===== src/rtl/irqm_pkg.sv =====
package irqm_pkg;
  parameter int unsigned LVL_W = 3;
  typedef logic [LVL_W-1:0] lvl_t;
  localparam lvl_t LVL_TOP = '1;
endpackage


===== src/rtl/irqm_level_cmp.sv =====
// Qualifies an offered request against the current mask and computes the
// raised mask that acceptance would install.
module irqm_level_cmp
  import irqm_pkg::*;
(
  input  logic req_valid,
  input  lvl_t req_level,
  input  lvl_t cur_mask,
  output logic hit,
  output lvl_t raised
);
  logic is_top;

  always_comb begin
    is_top = (req_level == LVL_TOP);
    hit    = req_valid && (is_top || (req_level >= cur_mask));
    raised = is_top ? LVL_TOP : lvl_t'(req_level + 1'b1);
  end
endmodule


===== src/rtl/irqm_save_stack.sv =====
// Last-in-first-out store for mask values that are saved on acceptance.
module irqm_save_stack #(
  parameter int unsigned DEPTH = 8,
  parameter int unsigned W     = 3
) (
  input  logic         clk,
  input  logic         rst_n,
  input  logic         push,
  input  logic         pop,
  input  logic [W-1:0] din,
  output logic [W-1:0] top,
  output logic         full,
  output logic         empty
);
  localparam int unsigned IDX_W = (DEPTH > 1) ? $clog2(DEPTH) : 1;
  localparam int unsigned CNT_W = $clog2(DEPTH + 1);

  logic [CNT_W-1:0] cnt_q, cnt_d;
  logic [W-1:0]     mem_q [DEPTH];
  logic [IDX_W-1:0] wr_idx, rd_idx;

  always_comb begin
    full   = (cnt_q == CNT_W'(DEPTH));
    empty  = (cnt_q == '0);
    wr_idx = IDX_W'(cnt_q);
    rd_idx = IDX_W'(cnt_q - 1'b1);
    top    = mem_q[rd_idx];
    cnt_d  = cnt_q;
    if (push && !full)
      cnt_d = cnt_q + 1'b1;
    else if (pop && !empty)
      cnt_d = cnt_q - 1'b1;
  end

  always_ff @(posedge clk or negedge rst_n) begin
    if (!rst_n)
      cnt_q <= '0;
    else
      cnt_q <= cnt_d;
  end

  for (genvar g = 0; g < DEPTH; g++) begin : g_slot
    logic wen;
    assign wen = push && !full && (wr_idx == IDX_W'(g));
    always_ff @(posedge clk) begin
      if (wen)
        mem_q[g] <= din;
    end
  end
endmodule


===== src/rtl/irq_mask_ctrl.sv =====
// Top: mask register, accept/acknowledge pulses, nesting store, error flag.
module irq_mask_ctrl
  import irqm_pkg::*;
#(
  parameter int unsigned DEPTH = 8
) (
  input  logic       clk,
  input  logic       rst_n,
  input  logic       req_valid,
  input  logic [2:0] req_level,
  input  logic       reti,
  input  logic       mask_wr,
  input  logic [2:0] mask_wdata,
  output logic [2:0] mask_o,
  output logic       accept_o,
  output logic       ack_o,
  output logic       err_o
);
  lvl_t mask_q, mask_d;
  logic accept_q, accept_d;
  logic ack_q, ack_d;
  logic err_q, err_d;

  logic cmp_hit;
  lvl_t cmp_raised;
  logic stk_full, stk_empty;
  lvl_t stk_top;
  logic do_push, do_pop, do_load, ovf, unf;

  irqm_level_cmp u_cmp (
    .req_valid (req_valid),
    .req_level (req_level),
    .cur_mask  (mask_q),
    .hit       (cmp_hit),
    .raised    (cmp_raised)
  );

  irqm_save_stack #(.DEPTH(DEPTH), .W(LVL_W)) u_stk (
    .clk   (clk),
    .rst_n (rst_n),
    .push  (do_push),
    .pop   (do_pop),
    .din   (mask_q),
    .top   (stk_top),
    .full  (stk_full),
    .empty (stk_empty)
  );

  // Priority: return > request > software load.
  always_comb begin
    do_pop   = reti && !stk_empty;
    unf      = reti && stk_empty;
    do_push  = !reti && cmp_hit && !stk_full;
    ovf      = !reti && cmp_hit && stk_full;
    do_load  = mask_wr && !reti && !cmp_hit;

    mask_d = mask_q;
    if (do_pop)
      mask_d = stk_top;
    else if (do_push)
      mask_d = cmp_raised;
    else if (do_load)
      mask_d = mask_wdata;

    accept_d = do_push;
    ack_d    = accept_q;
    err_d    = err_q || ovf || unf;
  end

  always_ff @(posedge clk or negedge rst_n) begin
    if (!rst_n) begin
      mask_q   <= LVL_TOP;
      accept_q <= 1'b0;
      ack_q    <= 1'b0;
      err_q    <= 1'b0;
    end else begin
      mask_q   <= mask_d;
      accept_q <= accept_d;
      ack_q    <= ack_d;
      err_q    <= err_d;
    end
  end

  assign mask_o   = mask_q;
  assign accept_o = accept_q;
  assign ack_o    = ack_q;
  assign err_o    = err_q;
endmodule


===== config.mk =====
export PLATFORM = sky130hd
export DESIGN_NAME = irq_mask_ctrl
export DESIGN_NICKNAME = d
export VERILOG_FILES = /design/src/rtl/irqm_pkg.sv /design/src/rtl/irqm_level_cmp.sv /design/src/rtl/irqm_save_stack.sv /design/src/rtl/irq_mask_ctrl.sv
export SDC_FILE = /design/constraint.sdc
export NUM_CORES = 1
export LEC_CHECK = 0
export BUFFER_PORTS_ARGS = -buffer_cell sky130_fd_sc_hd__buf_2
export CAP_MARGIN = 20
export CELL_PAD_IN_SITES_DETAIL_PLACEMENT = 1
export CELL_PAD_IN_SITES_GLOBAL_PLACEMENT = 1
export CORE_MARGIN = 2
export CORE_UTILIZATION = 52
export DETAILED_ROUTE_END_ITERATION = 6
export PLACE_DENSITY = 0.85
export SLEW_MARGIN = 20
export SYNTH_ARGS = -nofsm -noshare
export SYNTH_HDL_FRONTEND = slang
export SYNTH_SLANG_ARGS = --single-unit

===== constraint.sdc =====
create_clock -name clk -period 6 [get_ports clk]
set_clock_uncertainty 0.05 [all_clocks]
set_input_delay 0.9 -clock clk [delete_from_list [all_inputs] [get_ports clk]]
set_output_delay 0.9 -clock clk [all_outputs]
set_load 0.1 [all_outputs]

==> impl_metrics.toml <==
[outcome]
status = "completed"

[timing]
period_share_pct = 42.62
max_freq_mhz = 391.0
finalSetupTns_ps = 0
tightestPinTransition_ps = 488.8
drv_slew = 0
hold_viol = 0
rsz0062_at_grt = "no"
fin_crit_ps = 2557
setup_violations = 0
max-slew-margin-rel_pct = 67.64

[global_routing]
grt_pass1_vias = 1206
use_met2_pct = 35.73
grt_max_degree = 13
gr-usage-met1_pct = 27.62
grt_overflow = 0
grt_first_pass_wirelength_um = 6120
grt_util_all_layers_pct = 21.14
met3_usage_pct = 3.261
antenna_found_initial = 0
top_usage_layer = "met2"

[floorplanning]
die_w_um = 62.10
die_h_um = 62.10
io_pins = 17
rows = 21
core_area_mm2 = 0.003284
initial_utilization_pct = 53.45
die_area_mm2 = 0.003856

[final_layout]
nets = 162
n_fill_cell = 336
area_growth_pct = 8.838
n_antenna_cell = 0
most-common-layout-cells = "edfxtp_1, buf_2, ha_1, and3_1, dfrtp_1"
drive_gt1_share_pct = 24.11
final_common_cell = "edfxtp_1"

[pwr]
p_leak_nw = 0.7801
power_w = 0.0009788
power_density_mw_per_mm2 = 512.3
ir_drop_v = 0.0003853

[drt]
ant_nets = 0
route.detailed.drc = 0
drt_iter0_drc = 13
wirelength_um = 3560
num_vias = 1080
vias_per_cell = 5.775
drt_first_pass_iters = 4
wire_per_inst_um = 19.04

[clocking]
cts.path.max_buffers = 2
cts_tree = "yes"
cts_sinks = 34
cts_setup_buffers = 0
hold_buffers = 0
cts.clk_slew.worst_paths_ps = 100
cts_resized = 0
cts_inserted_buffers = 5
cts_root_buf = "clkbuf_4"
cts-htree-levels = 2
worstSkewPairLatency_ps = 330

[yosys]
synthCells = 122
yosysWarnings = 0
synth_top_area_share_pct = 41.05
synth_area_per_cell_um2 = 14.39
synth_area_leader_cell = "edfxtp_1"
ys_top_cells_by_area = "edfxtp_1, dfrtp_1, mux4_1, ha_1, dfstp_2"
yosysSeqAreaShare_pct = 55.52
synth_area_mm2 = 0.001755
synth_nets = 144
ys_ff_latch = 34
synth_cell_types = 40

[hold_path]
hold_class = "reg2reg"

[placed_design]
gp_congestion = 0.8434
numPortBuffers = 16
place_hpwl_um = 2611

[critical_path]
critPathArrivalTime_ps = 2500
crit_required_ps = 5940
end_kind = "register"
worst-setup-path-type = "reg2reg"
cp_max_fo = 11
startpoint_type = "register"

[run]
cap_violations = 0
==> cell type report <==
| cell class | instances | area [µm²] | area share, % |
|---|---|---|---|
| inverters | 7 | 26.28 | 1.375 |
| multi-input cells | 76 | 721.9 | 37.79 |
| well taps | 46 | 57.56 | 3.012 |
| clock inverters | 2 | 8.758 | 0.4584 |
| clock buffers | 6 | 41.29 | 2.161 |
| flip-flops and latches | 34 | 974.7 | 51.02 |
| repair buffers | 16 | 80.08 | 4.191 |
==> power by group <==
part | leakage [nW] | switching, W | internal [W]
combinational | 0.419 | 0.000298 | 0.000164
sequential | 0.332 | 0.0000737 | 0.000325
clock | 0.0297 | 0.0000737 | 0.0000440
==> synthesized netlist by cell type <==
master and number:
or4_1 1, nand4_1 1, buf_6 1, a21oi_1 5, nand2_2 1, nor4_1 1, o22ai_1 4, inv_1 6
buf_1 1, a21o_1 3, and3b_1 1, buf_4 1, inv_2 1, nand4b_1 1, xnor2_1 2, xor2_1 1
nand3b_1 2, mux2i_1 1, nand2b_1 2, o21bai_1 1, a221oi_2 1, mux2_2 3, o21ai_4 1, ha_1 11
and3_1 7, o2bb2ai_1 3, dfstp_2 3, nor3b_1 2, buf_2 2, nand2_1 3, a41oi_1 1, edfxtp_1 24
nor2b_1 1, nor2_1 4, o21ai_1 1, o21ai_2 2, mux4_1 6, dfrtp_1 7, o21a_1 2, a221o_1 1
==> per-layer routing <==
layer | share of wire, % | up-vias
met3 | 2.3 | 11
met5 | 0 | -
met1 | 46 | 538
met4 | 1.9 | 0
li1 | - | 510
met2 | 50 | 21
==> worst paths after layout <==
check,start,to,slack [ps],cells past startpoint
worst max-delay path,mask_o[2],u_stk.mem_q[0][1],3440,6
min in group asynchronous,rst_n,accept_o,360,1
worst max register to register,mask_o[2],u_stk.mem_q[0][1],3440,6
max in group asynchronous,rst_n,mask_o[2],5270,1
worst min register to register,accept_o,ack_o,330,0
worst min-delay path,accept_o,ack_o,330,0
==> cells by family after synthesis <==
kind of cell / share of synthesized area [%]
adder cells (fa/ha/maj): 7.840
AND/OR/NAND/NOR: 9.266
multiplexers: 11.48
buffers and inverters: 3.350
XOR/XNOR: 1.497
AO/OA/AOI/OAI: 11.05
flip-flops: 55.52
==> flip-flops by register name, summed over array words and instances, names as in the netlist <==
name	flops
mask_o	3
u_stk.cnt_q	4
err_o	1
accept_o	1
ack_o	1
u_stk.mem_q	24
==> worst max-delay path, stage by stage, from the launching register on <==
cell and delay, ps:
dfstp_2 640, inv_1 70, ha_1 310, nand2_1 90, o21a_1 230, nor3b_1 370
nor3b_1 460
==> metrics by stage <==
step / instance area [µm²] / setup slack, ps / util, % / instances / hold WS (ps)
3_5_place_dp: 1861 / 3167 / 56.65 / 179 / 308.8
6_report: 1911 / 3443 / 58.17 / 187 / 329.7
2_1_floorplan: 1755 / 3408 / - / 122 / 506.5
3_3_place_gp: 1861 / 3293 / 56.65 / 179 / 302.3
4_1_cts: 1911 / 3469 / 58.17 / 187 / 331.3
5_1_grt: 1911 / 3259 / 58.17 / 187 / 343.2
No activity file was read; power rests on OpenSTA's default activity.
